<file path="src/rtl/cfc_pkg.sv">
package cfc_pkg;

  // Capture controller states.
  typedef enum logic [1:0] {
    ST_IDLE = 2'd0,
    ST_CAPT = 2'd1,
    ST_HOLD = 2'd2
  } cap_state_e;

  // Synchronised camera port; the three control lines sit above the byte.
  typedef struct packed {
    logic       vsync;
    logic       href;
    logic       pclk;
    logic [7:0] data;
  } cam_bus_t;

  localparam int CAM_BUS_W = 11;
  localparam int LINE_VS   = 2;
  localparam int LINE_HR   = 1;
  localparam int LINE_PC   = 0;

endpackage

</file>
<file path="src/rtl/cfc_sync.sv">
module cfc_sync #(
  parameter int W = 1
) (
  input  logic         clk,
  input  logic         rst_n,
  input  logic [W-1:0] d_async,
  output logic [W-1:0] d_sync
);

  logic [W-1:0] meta_q;
  logic [W-1:0] sync_q;

  always_ff @(posedge clk or negedge rst_n) begin
    if (!rst_n) begin
      meta_q <= '0;
      sync_q <= '0;
    end else begin
      meta_q <= d_async;
      sync_q <= meta_q;
    end
  end

  assign d_sync = sync_q;

endmodule

</file>
<file path="src/rtl/cfc_edge.sv">
module cfc_edge #(
  parameter int W = 1
) (
  input  logic         clk,
  input  logic         rst_n,
  input  logic [W-1:0] lvl,
  output logic [W-1:0] rise,
  output logic [W-1:0] fall
);

  logic [W-1:0] prev_q;

  always_ff @(posedge clk or negedge rst_n) begin
    if (!rst_n) prev_q <= '0;
    else        prev_q <= lvl;
  end

  for (genvar i = 0; i < W; i++) begin : g_line
    assign rise[i] = lvl[i] & ~prev_q[i];
    assign fall[i] = ~lvl[i] & prev_q[i];
  end

endmodule

</file>
<file path="src/rtl/cfc_ctrl.sv">
module cfc_ctrl
  import cfc_pkg::*;
#(
  parameter int DEPTH = 1024,
  parameter int AW    = $clog2(DEPTH),
  parameter int CW    = $clog2(DEPTH + 1)
) (
  input  logic          clk,
  input  logic          rst_n,
  input  logic          arm,
  input  logic          vs_rise,
  input  logic          vs_fall,
  input  logic          hr_rise,
  input  logic          hr_fall,
  input  logic          px_strobe,
  input  logic [7:0]    px_byte,
  output logic          mem_we,
  output logic [AW-1:0] mem_addr,
  output logic [7:0]    mem_wdata,
  output logic          busy,
  output logic          done,
  output logic [CW-1:0] byte_count,
  output logic          buf_full,
  output logic          soi_ok
);

  localparam logic [CW-1:0] LAST_IDX = CW'(DEPTH - 1);

  cap_state_e    state_q, state_n;
  logic          gate_q, gate_n;
  logic [CW-1:0] cnt_q, cnt_n;
  logic          we_q, we_n;
  logic [AW-1:0] addr_q, addr_n;
  logic [7:0]    wd_q, wd_n;
  logic          done_q, done_n;
  logic          full_q, full_n;
  logic          b0_q, b0_n;
  logic          b1_q, b1_n;
  logic          store;

  assign store = (state_q == ST_CAPT) && gate_q && px_strobe;

  always_comb begin
    state_n = state_q;
    gate_n  = gate_q;
    cnt_n   = cnt_q;
    we_n    = 1'b0;
    addr_n  = addr_q;
    wd_n    = wd_q;
    done_n  = 1'b0;
    full_n  = full_q;
    b0_n    = b0_q;
    b1_n    = b1_q;
    unique case (state_q)
      ST_IDLE: begin
        if (vs_rise && arm) begin
          state_n = ST_CAPT;
          gate_n  = 1'b1;
          cnt_n   = '0;
          full_n  = 1'b0;
          b0_n    = 1'b0;
          b1_n    = 1'b0;
        end
      end
      ST_CAPT: begin
        if (hr_rise) gate_n = 1'b1;
        if (hr_fall) gate_n = 1'b0;
        if (store) begin
          we_n   = 1'b1;
          addr_n = cnt_q[AW-1:0];
          wd_n   = px_byte;
          cnt_n  = cnt_q + 1'b1;
          if (cnt_q == CW'(0)) b0_n = (px_byte == 8'hFF);
          if (cnt_q == CW'(1)) b1_n = (px_byte == 8'hD8);
          if (cnt_q == LAST_IDX) begin
            full_n  = 1'b1;
            done_n  = 1'b1;
            state_n = ST_HOLD;
          end
        end
        if (vs_fall && (state_n == ST_CAPT)) begin
          done_n  = 1'b1;
          state_n = ST_HOLD;
        end
        if (state_n != ST_CAPT) gate_n = 1'b0;
      end
      ST_HOLD: begin
        if (!arm) state_n = ST_IDLE;
      end
      default: state_n = ST_IDLE;
    endcase
  end

  always_ff @(posedge clk or negedge rst_n) begin
    if (!rst_n) begin
      state_q <= ST_IDLE;
      gate_q  <= 1'b0;
      cnt_q   <= '0;
      we_q    <= 1'b0;
      done_q  <= 1'b0;
      full_q  <= 1'b0;
      b0_q    <= 1'b0;
      b1_q    <= 1'b0;
    end else begin
      state_q <= state_n;
      gate_q  <= gate_n;
      cnt_q   <= cnt_n;
      we_q    <= we_n;
      done_q  <= done_n;
      full_q  <= full_n;
      b0_q    <= b0_n;
      b1_q    <= b1_n;
    end
  end

  // Write bus registers load only on a store.
  always_ff @(posedge clk or negedge rst_n) begin
    if (!rst_n) begin
      addr_q <= '0;
      wd_q   <= '0;
    end else if (we_n) begin
      addr_q <= addr_n;
      wd_q   <= wd_n;
    end
  end

  assign mem_we     = we_q;
  assign mem_addr   = addr_q;
  assign mem_wdata  = wd_q;
  assign busy       = (state_q == ST_CAPT);
  assign done       = done_q;
  assign byte_count = cnt_q;
  assign buf_full   = full_q;
  assign soi_ok     = b0_q & b1_q;

endmodule

</file>
<file path="src/rtl/cam_frame_capture.sv">
module cam_frame_capture
  import cfc_pkg::*;
#(
  parameter  int DEPTH = 1024,
  localparam int AW    = $clog2(DEPTH),
  localparam int CW    = $clog2(DEPTH + 1)
) (
  input  logic          clk,
  input  logic          rst_n,
  input  logic          arm,
  input  logic          cam_pclk,
  input  logic          cam_vsync,
  input  logic          cam_href,
  input  logic [7:0]    cam_data,
  output logic          mem_we,
  output logic [AW-1:0] mem_addr,
  output logic [7:0]    mem_wdata,
  output logic          busy,
  output logic          done,
  output logic [CW-1:0] byte_count,
  output logic          buf_full,
  output logic          soi_ok
);

  cam_bus_t raw_bus, sync_bus;
  logic [2:0] lines;
  logic [2:0] line_rise, line_fall;
  logic       pclk_rise_unused;

  assign raw_bus.vsync = cam_vsync;
  assign raw_bus.href  = cam_href;
  assign raw_bus.pclk  = cam_pclk;
  assign raw_bus.data  = cam_data;

  cfc_sync #(.W(CAM_BUS_W)) u_sync (
    .clk     (clk),
    .rst_n   (rst_n),
    .d_async (raw_bus),
    .d_sync  (sync_bus)
  );

  assign lines[LINE_VS] = sync_bus.vsync;
  assign lines[LINE_HR] = sync_bus.href;
  assign lines[LINE_PC] = sync_bus.pclk;

  cfc_edge #(.W(3)) u_edge (
    .clk   (clk),
    .rst_n (rst_n),
    .lvl   (lines),
    .rise  (line_rise),
    .fall  (line_fall)
  );

  assign pclk_rise_unused = line_rise[LINE_PC];

  cfc_ctrl #(.DEPTH(DEPTH), .AW(AW), .CW(CW)) u_ctrl (
    .clk        (clk),
    .rst_n      (rst_n),
    .arm        (arm),
    .vs_rise    (line_rise[LINE_VS]),
    .vs_fall    (line_fall[LINE_VS]),
    .hr_rise    (line_rise[LINE_HR]),
    .hr_fall    (line_fall[LINE_HR]),
    .px_strobe  (line_fall[LINE_PC]),
    .px_byte    (sync_bus.data),
    .mem_we     (mem_we),
    .mem_addr   (mem_addr),
    .mem_wdata  (mem_wdata),
    .busy       (busy),
    .done       (done),
    .byte_count (byte_count),
    .buf_full   (buf_full),
    .soi_ok     (soi_ok)
  );

endmodule

</file>
<file path="config.mk">
export PLATFORM = sky130hd
export DESIGN_NAME = cam_frame_capture
export DESIGN_NICKNAME = d
export VERILOG_FILES = /design/src/rtl/cfc_pkg.sv /design/src/rtl/cfc_sync.sv /design/src/rtl/cfc_edge.sv /design/src/rtl/cfc_ctrl.sv /design/src/rtl/cam_frame_capture.sv
export SDC_FILE = /design/constraint.sdc
export NUM_CORES = 1
export LEC_CHECK = 0
export BUFFER_PORTS_ARGS = -buffer_cell sky130_fd_sc_hd__buf_2
export CAP_MARGIN = 15
export CELL_PAD_IN_SITES_DETAIL_PLACEMENT = 1
export CELL_PAD_IN_SITES_GLOBAL_PLACEMENT = 1
export CORE_ASPECT_RATIO = 1.1
export CORE_MARGIN = 1.5
export CORE_UTILIZATION = 46
export CTS_CLUSTER_DIAMETER = 100
export DETAILED_ROUTE_END_ITERATION = 8
export PLACE_DENSITY = 0.93
export SYNTH_ARGS = -nofsm -noshare
export SYNTH_HDL_FRONTEND = slang
export SYNTH_SLANG_ARGS = --single-unit
</file>
<file path="constraint.sdc">
create_clock -name clk -period 5.1 [get_ports clk]
set_clock_uncertainty 0.15 [all_clocks]
set_input_delay 1.02 -clock clk [delete_from_list [all_inputs] [get_ports clk]]
set_output_delay 1.02 -clock clk [all_outputs]
set_load 0.02 [all_outputs]
</file>
## Yosys cells after proc, flatten, opt, wreduce, memory -nomap -nowiden

Index checks and enable logic that the tools add are counted.

| storage, ports and cells | value |
|---|---|
| input port bits | 14 |
| output and inout port bits | 34 |
| word-level logic and storage cells | 86 |
| register bits after elaboration | 62 |

| operators by class | value |
|---|---|
| add/sub/neg operators | 1 |
| eq/ne operators | 15 |
| bitwise operators | 11 |
| reduce and logical (&&, ||, !) cells | 14 |
| mux-type cells | 32 |

Operators by type and width:

| operator | count |
|---|---|
| 11-bit two-way mux | 2 |
| 11-bit case mux with 2 select lines | 1 |
| 1-bit two-way mux | 17 |
| 8-bit == test, second input constant | 2 |
| 2-bit two-way mux | 7 |
| 2-bit by 1-bit != test with 1-bit output, second input constant | 6 |
| 4-bit AND reduction | 3 |
| 11-bit by 1-bit adder with 11-bit output, second input constant | 1 |
| 11-bit by 1-bit == test with 1-bit output, second input constant | 1 |
| 11-bit by 10-bit == test with 1-bit output, second input constant | 1 |
| 11-bit zero test | 1 |
| 3-bit AND reduction | 3 |
| 1-bit case mux with 2 select lines | 4 |
| 1-bit AND | 6 |
| 2-bit case mux with 3 select lines | 1 |
| 1-bit NOT | 5 |
| 2-bit by 1-bit == test with 1-bit output, second input constant | 2 |
| 1-bit logical AND | 4 |
| 4-bit by 1-bit != test with 1-bit output, second input constant | 1 |
| 2-bit == test, second input constant | 1 |
| 2-bit zero test | 1 |
| 2-bit != test, second input constant | 1 |
| 2-bit AND reduction | 1 |
| 2-bit nonzero test | 1 |

## Longest topological paths before layout

Gate-level depths: netlist (run 1).

| logic depth | value |
|---|---|
| word-level depth | 12 |
| mapped depth | 7 |
| mapped depth without buffers | 6 |

## Hierarchy

A second synthesis (run 1) with hierarchy kept.

| unflattened totals | value |
|---|---|
| cells, all modules | 202 |
| area, all modules | 2302.2 um^2 |

By module, submodules not included:

| module | area each (um^2) | cells each | instances |
|---|---|---|---|
| cfc_ctrl | 1639.1 | 171 | 1 |
| cfc_sync | 550.5 | 22 | 1 |
| cfc_edge | 112.6 | 9 | 1 |

## Worst setup path before layout (run 1)

No wires, ideal clock.

| timing path | value |
|---|---|
| kind | input port to flip-flop |
| start point | in arm |
| end point | reg u_ctrl.cnt_q[7], in the netlist u_ctrl.byte_count[7] |
| arrival | 1998 ps |
| stages | 5 |
| setup time | 78 ps |
| setup slack | 2874 ps |
| cell sequence | and4bb_2 -> mux2i_2 -> buf_6 -> or4_1 -> a21oi_1 |

| on the way | value |
|---|---|
| longest elaborated chain between the ends | 3 |

Ends and longest elaborated chain:

| what | RTL line | RTL |
|---|---|---|
| from (decl) | cam_frame_capture.sv:10 | `input logic arm,` |
| 1-bit logical AND | cfc_ctrl.sv:56 | `if (vs_rise && arm) begin` |
| 2-bit by 1-bit != test with 1-bit output (no source line) | - |  |
| 3-bit AND reduction (no source line) | - |  |
| to (signal assigned) | cfc_ctrl.sv:107 | `cnt_q <= cnt_n;` |
| to (decl) | cfc_ctrl.sv:31 | `logic [CW-1:0] cnt_q, cnt_n;` |

Every way passes these cells.
A chain may end at the register's enable or synchronous reset.

## Worst setup path after layout (run 1)

| timing path | value |
|---|---|
| start point | reg u_ctrl.state_q[1] |
| end point | out busy |

| on the way | value |
|---|---|
| longest elaborated chain between the ends | 1 |

Ends and longest elaborated chain:

| what | RTL line | RTL |
|---|---|---|
| from (decl) | cfc_ctrl.sv:29 | `cap_state_e state_q, state_n;` |
| from (signal assigned) | cfc_ctrl.sv:105 | `state_q <= state_n;` |
| 2-bit by 1-bit == test with 1-bit output | cfc_ctrl.sv:130 | `assign busy = (state_q == ST_CAPT);` |
| to (decl) | cam_frame_capture.sv:18 | `output logic busy,` |

Every way passes these cells.

==> results.cfg, run 1 <==
[placement]
place_area_sq_um = 2660
port_buffers = 47
place_hpwl_um = 3410
place_inst = 281
place.gp.congestion = 0.777

[worst_setup_path]
r2r.worst_path.cells = 4
reg2reg_to = u_ctrl.mem_wdata[5]$_DFFE_PN0P_
regToRegSetupSlack_ns = 2.74
crit_chain = nand2b_1 > inv_2 > buf_2
cp.arrival_ns = 1.42
worstSetupEndpointType = output pin
crit_buf_inv = 2
critPathRequiredTime_ns = 3.93
worst_setup_path_start_kind = register
crit_family = buffers and inverters
slowest_delay_ns = 0.39
worstSetupPathType = register to output pin
reg2reg_from = u_ctrl.state_q[1]$_DFFE_PN0P_
crit_fanout = 9
cp_slowest_cell = dfrtp_1

[cts]
cts_tree = done
cts.repair.resized = 0
clockRootBuffer = clkbuf_8
cts_buffers = 9
hold_buffers = 0
h-tree-depth = 3
clk_latency_ns = 0.34
cts_setup_buffers = 0
clock_path_buffers = 2
clk_pin_slew_ns = 0.07
cts_sinks = 62

[die]
io_pins = 48
start_util = 0.479
rows = 27
coreArea_sq_um = 5030
dieArea_sq_um = 5690
die_y_um = 78.9
die_w_um = 72.0

[routing]
routedWlPerCell_um = 16.4
via_count = 1619
drc = 0
firstDrtPassIters = 4
viasPerCell = 5.45
routed_wirelength_um = 4880
dr.first_iter.drc_count = 97
antenna_left = 0

[hold_path]
hold_path_depth = 0
hold_path.class = register to register
hp-start = u_sync.meta_q[5]$_DFF_PN0_
worstHoldEndpoint = u_sync.d_sync[5]$_DFF_PN0_

[global_route]
grt_pass1_wl_um = 8420
grt_pass1_vias = 1817
antenna_found_initial = 0
grt_max_degree = 63
grt-ovfl-total = 0
track_usage = 0.199

[sta]
min_period_over_period = 0.508
setup_viol = 0
worst_pin_slew_ns = 0.953
post-route-min-period_ns = 2.59
fmax_ghz = 0.386
final.setup.tns_ns = 0
relSlewSlack = 0.352
hold_violations = 0
report.final.slew_viol_count = 0
rsz0062_at_grt = no

[power_and_ir_drop]
vdd_ir_drop_max_uv = 288
powerDensity_nw_per_um2 = 456
p_leak_nw = 1.38
finalPower_mw = 1.30

[yosys]
synth_compound_area_frac = 0.0649
ys_seq_area_frac = 0.643
synth_ff_type = dfrtp_1
synth_top_family_by_area = simple AND/OR/NAND/NOR gates
synth_cell_type_count = 34
syn_nets = 201
synthSimpleGateAreaFrac = 0.133
synth.area.mux_share = 0.0944
syn_inst = 183
yosys_register_bits = 62
synthesis.area_sq_um = 2410
yosys_warnings = 0
synth-xor-area-share = 0
ys_async_sr_fraction = 1.00
synthAdderAreaFrac = 0.0208
synth-edff-count = 0
synth_area_per_cell_sq_um = 13.2

[layout]
final_area_sq_um = 2850
area_delta_synth_final_pct = 18.0
diodes = 0
layout.cells.most_common_list = dfrtp_1, buf_2, mux2_2, a21oi_1, nor2_1
drive_gt1_frac = 0.385
nets = 252
fin_cells = 297
final_common_cell = dfrtp_1
fillers = 535

[status]
status = finished clean

[job]
cap_violations = 0
-- power breakdown --
part / leakage (nW) / internal (mW) / switching (mW)
clock: 0.0948 / 0.222 / 0.190
combinational: 0.504 / 0.106 / 0.171
sequential: 0.783 / 0.558 / 0.0506
total: 1.38 / 0.886 / 0.411
-- layer usage --
layer / track usage / part of all wire / vias up
met5: 0 / 0 / -
met4: 0.0774 / 0.016 / 0
met3: 0.0622 / 0.043 / 8
met2: 0.350 / 0.54 / 44
met1: 0.223 / 0.40 / 817
li1: - / - / 750
-- worst max-delay path by stage --
stage / startpoint / endpoint / depth (start not counted)
global placement: arm / u_ctrl.byte_count[10]$_DFFE_PN0P_ / 5
CTS: u_ctrl.state_q[1]$_DFFE_PN0P_ / busy / 3
floorplan: arm / u_ctrl.byte_count[7]$_DFFE_PN0P_ / 5
detailed placement: arm / u_ctrl.byte_count[3]$_DFFE_PN0P_ / 5
finish: u_ctrl.state_q[1]$_DFFE_PN0P_ / busy / 3
global route: u_ctrl.state_q[1]$_DFFE_PN0P_ / busy / 3
-- sequential cells by signal, indices dropped and copies added (netlist names), 2 cells and up --
register	flops
u_sync.meta_q	11
u_ctrl.mem_addr	10
u_ctrl.byte_count	11
u_ctrl.state_q	2
u_edge.prev_q	3
u_ctrl.mem_wdata	8
u_sync.d_sync	11
-- worst register-to-register path: cells and delay by family (launching register included) --
kind	cells	cell delay (ns)
buffers and inverters	1	0.21
flip-flops	1	0.39
multiplexers	1	0.43
AND/OR/NAND/NOR	2	1.06
-- area by class of cell --
cell class              count  area, sq um  area share
clock buffers               9          124      0.0435
clock inverters             7         65.1      0.0229
inverters                   9         33.8      0.0119
multi-input cells         104          756       0.266
flip-flops and latches     62         1550       0.545
well taps                  58         72.6      0.0255
repair buffers             48          243      0.0853
-- Yosys cell counts, drive strengths merged, types with 2 or more instances --
library cell | instances | area (sq um)
a21oi | 14 | 73.8
and2 | 3 | 18.8
and4 | 2 | 20.0
buf | 8 | 70.1
dfrtp | 62 | 1550
ha | 4 | 50.1
inv | 9 | 33.8
mux2 | 19 | 214
nand2 | 9 | 36.3
nand3 | 5 | 25.0
nand4 | 4 | 25.0
nor2 | 10 | 37.5
nor4b | 2 | 17.5
o21ai | 6 | 30.0
o31ai | 5 | 37.5
or3 | 4 | 25.0
or4 | 7 | 56.3
-- through the flow --
step            util  hold slack (ns)  worst slack (ns)
2_1_floorplan      -            0.181              2.87
3_3_place_gp   0.528            0.182              2.44
3_5_place_dp   0.528            0.186              2.29
4_1_cts        0.565            0.202              2.50
5_1_grt        0.565            0.204              2.44
6_report       0.565            0.199              2.51
-- kinds of logic after synthesis --
family          count (synthesis)
compound gates                 27
flops                          62
buf+inv                        17
fa+ha+maj                       4
mux                            20
simple gates                   53
Power figures use the tool's default switching activity.
==> run 2, diff against run 1 <==
--- a/config.mk
+++ b/config.mk
@@ -11,10 +11,10 @@
 export CELL_PAD_IN_SITES_GLOBAL_PLACEMENT = 1
 export CORE_ASPECT_RATIO = 1.1
 export CORE_MARGIN = 1.5
-export CORE_UTILIZATION = 46
+export CORE_UTILIZATION = 43
 export CTS_CLUSTER_DIAMETER = 100
 export DETAILED_ROUTE_END_ITERATION = 8
-export PLACE_DENSITY = 0.93
+export PLACE_DENSITY = 0.89
 export SYNTH_ARGS = -nofsm -noshare
 export SYNTH_HDL_FRONTEND = slang
 export SYNTH_SLANG_ARGS = --single-unit
==> constraint.sdc (replaced) <==
create_clock -name clk -period 2.4 [get_ports clk]
set_clock_uncertainty 0.15 [all_clocks]
set_input_delay 0.48 -clock clk [delete_from_list [all_inputs] [get_ports clk]]
set_output_delay 0.48 -clock clk [all_outputs]
set_load 0.02 [all_outputs]
==> run 2 against run 1 <==
- first-iteration DRC count decreased by 48%
- die area rose by 6.7%
- combinational power increased by 110%
- largest power group unchanged
==> results.cfg, run 2 (same netlist as run 1, synthesis figures left out) <==
[status]
status = finished clean

[routing]
routed_wirelength_um = 4830
dr.first_iter.drc_count = 50
drc = 0
via_count = 1599
viasPerCell = 5.03
firstDrtPassIters = 3
antenna_left = 0
routedWlPerCell_um = 15.2

[global_route]
use_met1 = 0.213
grt-ovfl-total = 0
grt_pass1_wl_um = 8000
grt_busiest_layer = met2
met2_usage = 0.304
track_usage = 0.184
met3_usage = 0.0626
antenna_found_initial = 0
grt_pass1_vias = 1644
grt_max_degree = 35

[cts]
clk_latency_ns = 0.34
clk_pin_slew_ns = 0.06
h-tree-depth = 3
cts_sinks = 62
clockRootBuffer = clkbuf_8
hold_buffers = 0
clock_path_buffers = 2
cts.repair.resized = 0
cts_tree = done
cts_buffers = 9
cts_setup_buffers = 0

[worst_setup_path]
crit_fanout = 9
worstSetupEndpointType = output pin
worstSetupPathType = register to output pin
worst_setup_path_start_kind = register
reg2reg_from = u_ctrl.state_q[1]$_DFFE_PN0P_
reg2reg_to = u_ctrl.byte_count[9]$_DFFE_PN0P_
cp_slowest_cell = dfrtp_1
slowest_delay_ns = 0.38
regToRegSetupSlack_ns = 0.39
r2r.worst_path.cells = 5
crit_chain = nand2b_1 > inv_2 > buf_2
critPathRequiredTime_ns = 1.77
cp.arrival_ns = 1.41

[sta]
rsz0062_at_grt = no
report.final.slew_viol_count = 0
setup_viol = 0
post-route-min-period_ns = 2.04
worst_pin_slew_ns = 0.640
timing.hold.ws_ns = 0.0145
min_period_over_period = 0.851
final.setup.tns_ns = 0
fmax_ghz = 0.490
hold_violations = 0
relSlewSlack = 0.574

[die]
rows = 28
die_y_um = 81.5
io_pins = 48
dieArea_sq_um = 6070
coreArea_sq_um = 5400
start_util = 0.447
die_w_um = 74.4

[power_and_ir_drop]
vdd_ir_drop_max_uv = 529
p_leak_nw = 1.43
powerDensity_nw_per_um2 = 993

[job]
cap_violations = 0

[layout]
area_delta_synth_final_pct = 22.5
nets = 256
final_common_cell = dfrtp_1
drive_gt1_frac = 0.391
diodes = 0
layout.cells.most_common_list = dfrtp_1, buf_2, mux2_2, a21oi_1, clkbuf_8
postLayoutCoreUtil = 0.548

[placement]
place_hpwl_um = 3360
place.gp.congestion = 0.712
port_buffers = 47

[hold_path]
hold_path.class = input port to asynchronous set/reset pin
==> run 2: cell type report <==
cell class	count	area (sq um)
fill	597	2440
sequential	62	1550
multi-input combinational	104	756
timing repair buffer	52	285
clock buffer	13	169
tap	75	93.8
clock inverter	3	65.1
inverter	9	33.8
==> run 2: how the worst max path moves through the flow <==
stage	slack, ns	startpoint	to	cells past startpoint
after CTS	0.33	u_ctrl.state_q[1]$_DFFE_PN0P_	busy	3
final	0.36	u_ctrl.state_q[1]$_DFFE_PN0P_	busy	3
after detailed placement	0.41	arm	u_ctrl.byte_count[9]$_DFFE_PN0P_	6
after global routing	0.21	u_ctrl.state_q[1]$_DFFE_PN0P_	busy	3
after global placement	0.48	arm	u_ctrl.byte_count[9]$_DFFE_PN0P_	6
after floorplan	0.59	u_ctrl.byte_count[0]$_DFFE_PN0P_	u_ctrl.b0_q$_DFFE_PN0P_	6
==> run 2: report_power, final <==
part	internal (mW)	leakage [nW]	switching, mW
clock network	0.668	0.120	0.381
registers	1.19	0.783	0.103
logic	0.236	0.529	0.357
total	2.09	1.43	0.842
==> run 2: routing by layer <==
layer	share of wire	vias to the layer above	wire [um]
met2	0.52	40	2510
met5	0	-	0
met1	0.42	792	2040
li1	-	759	-
met3	0.037	8	180
met4	0.019	0	90
==> run 2: critical path, delay by kind of cell (launching register included) <==
kind,cells,cell delay (ns)
buffers and inverters,2,0.41
flip-flops,1,0.38
AND/OR/NAND/NOR,1,0.28
==> run 2: per-stage QoR <==
step	cells	power, mW	setup slack (ns)	area (sq um)
floorplan	183	1.69	0.594	2410
global placement	302	1.88	0.475	2720
detailed placement	302	1.91	0.410	2720
CTS	318	2.97	0.330	2950
global route	318	3.10	0.208	2950
finish	318	2.93	0.359	2950
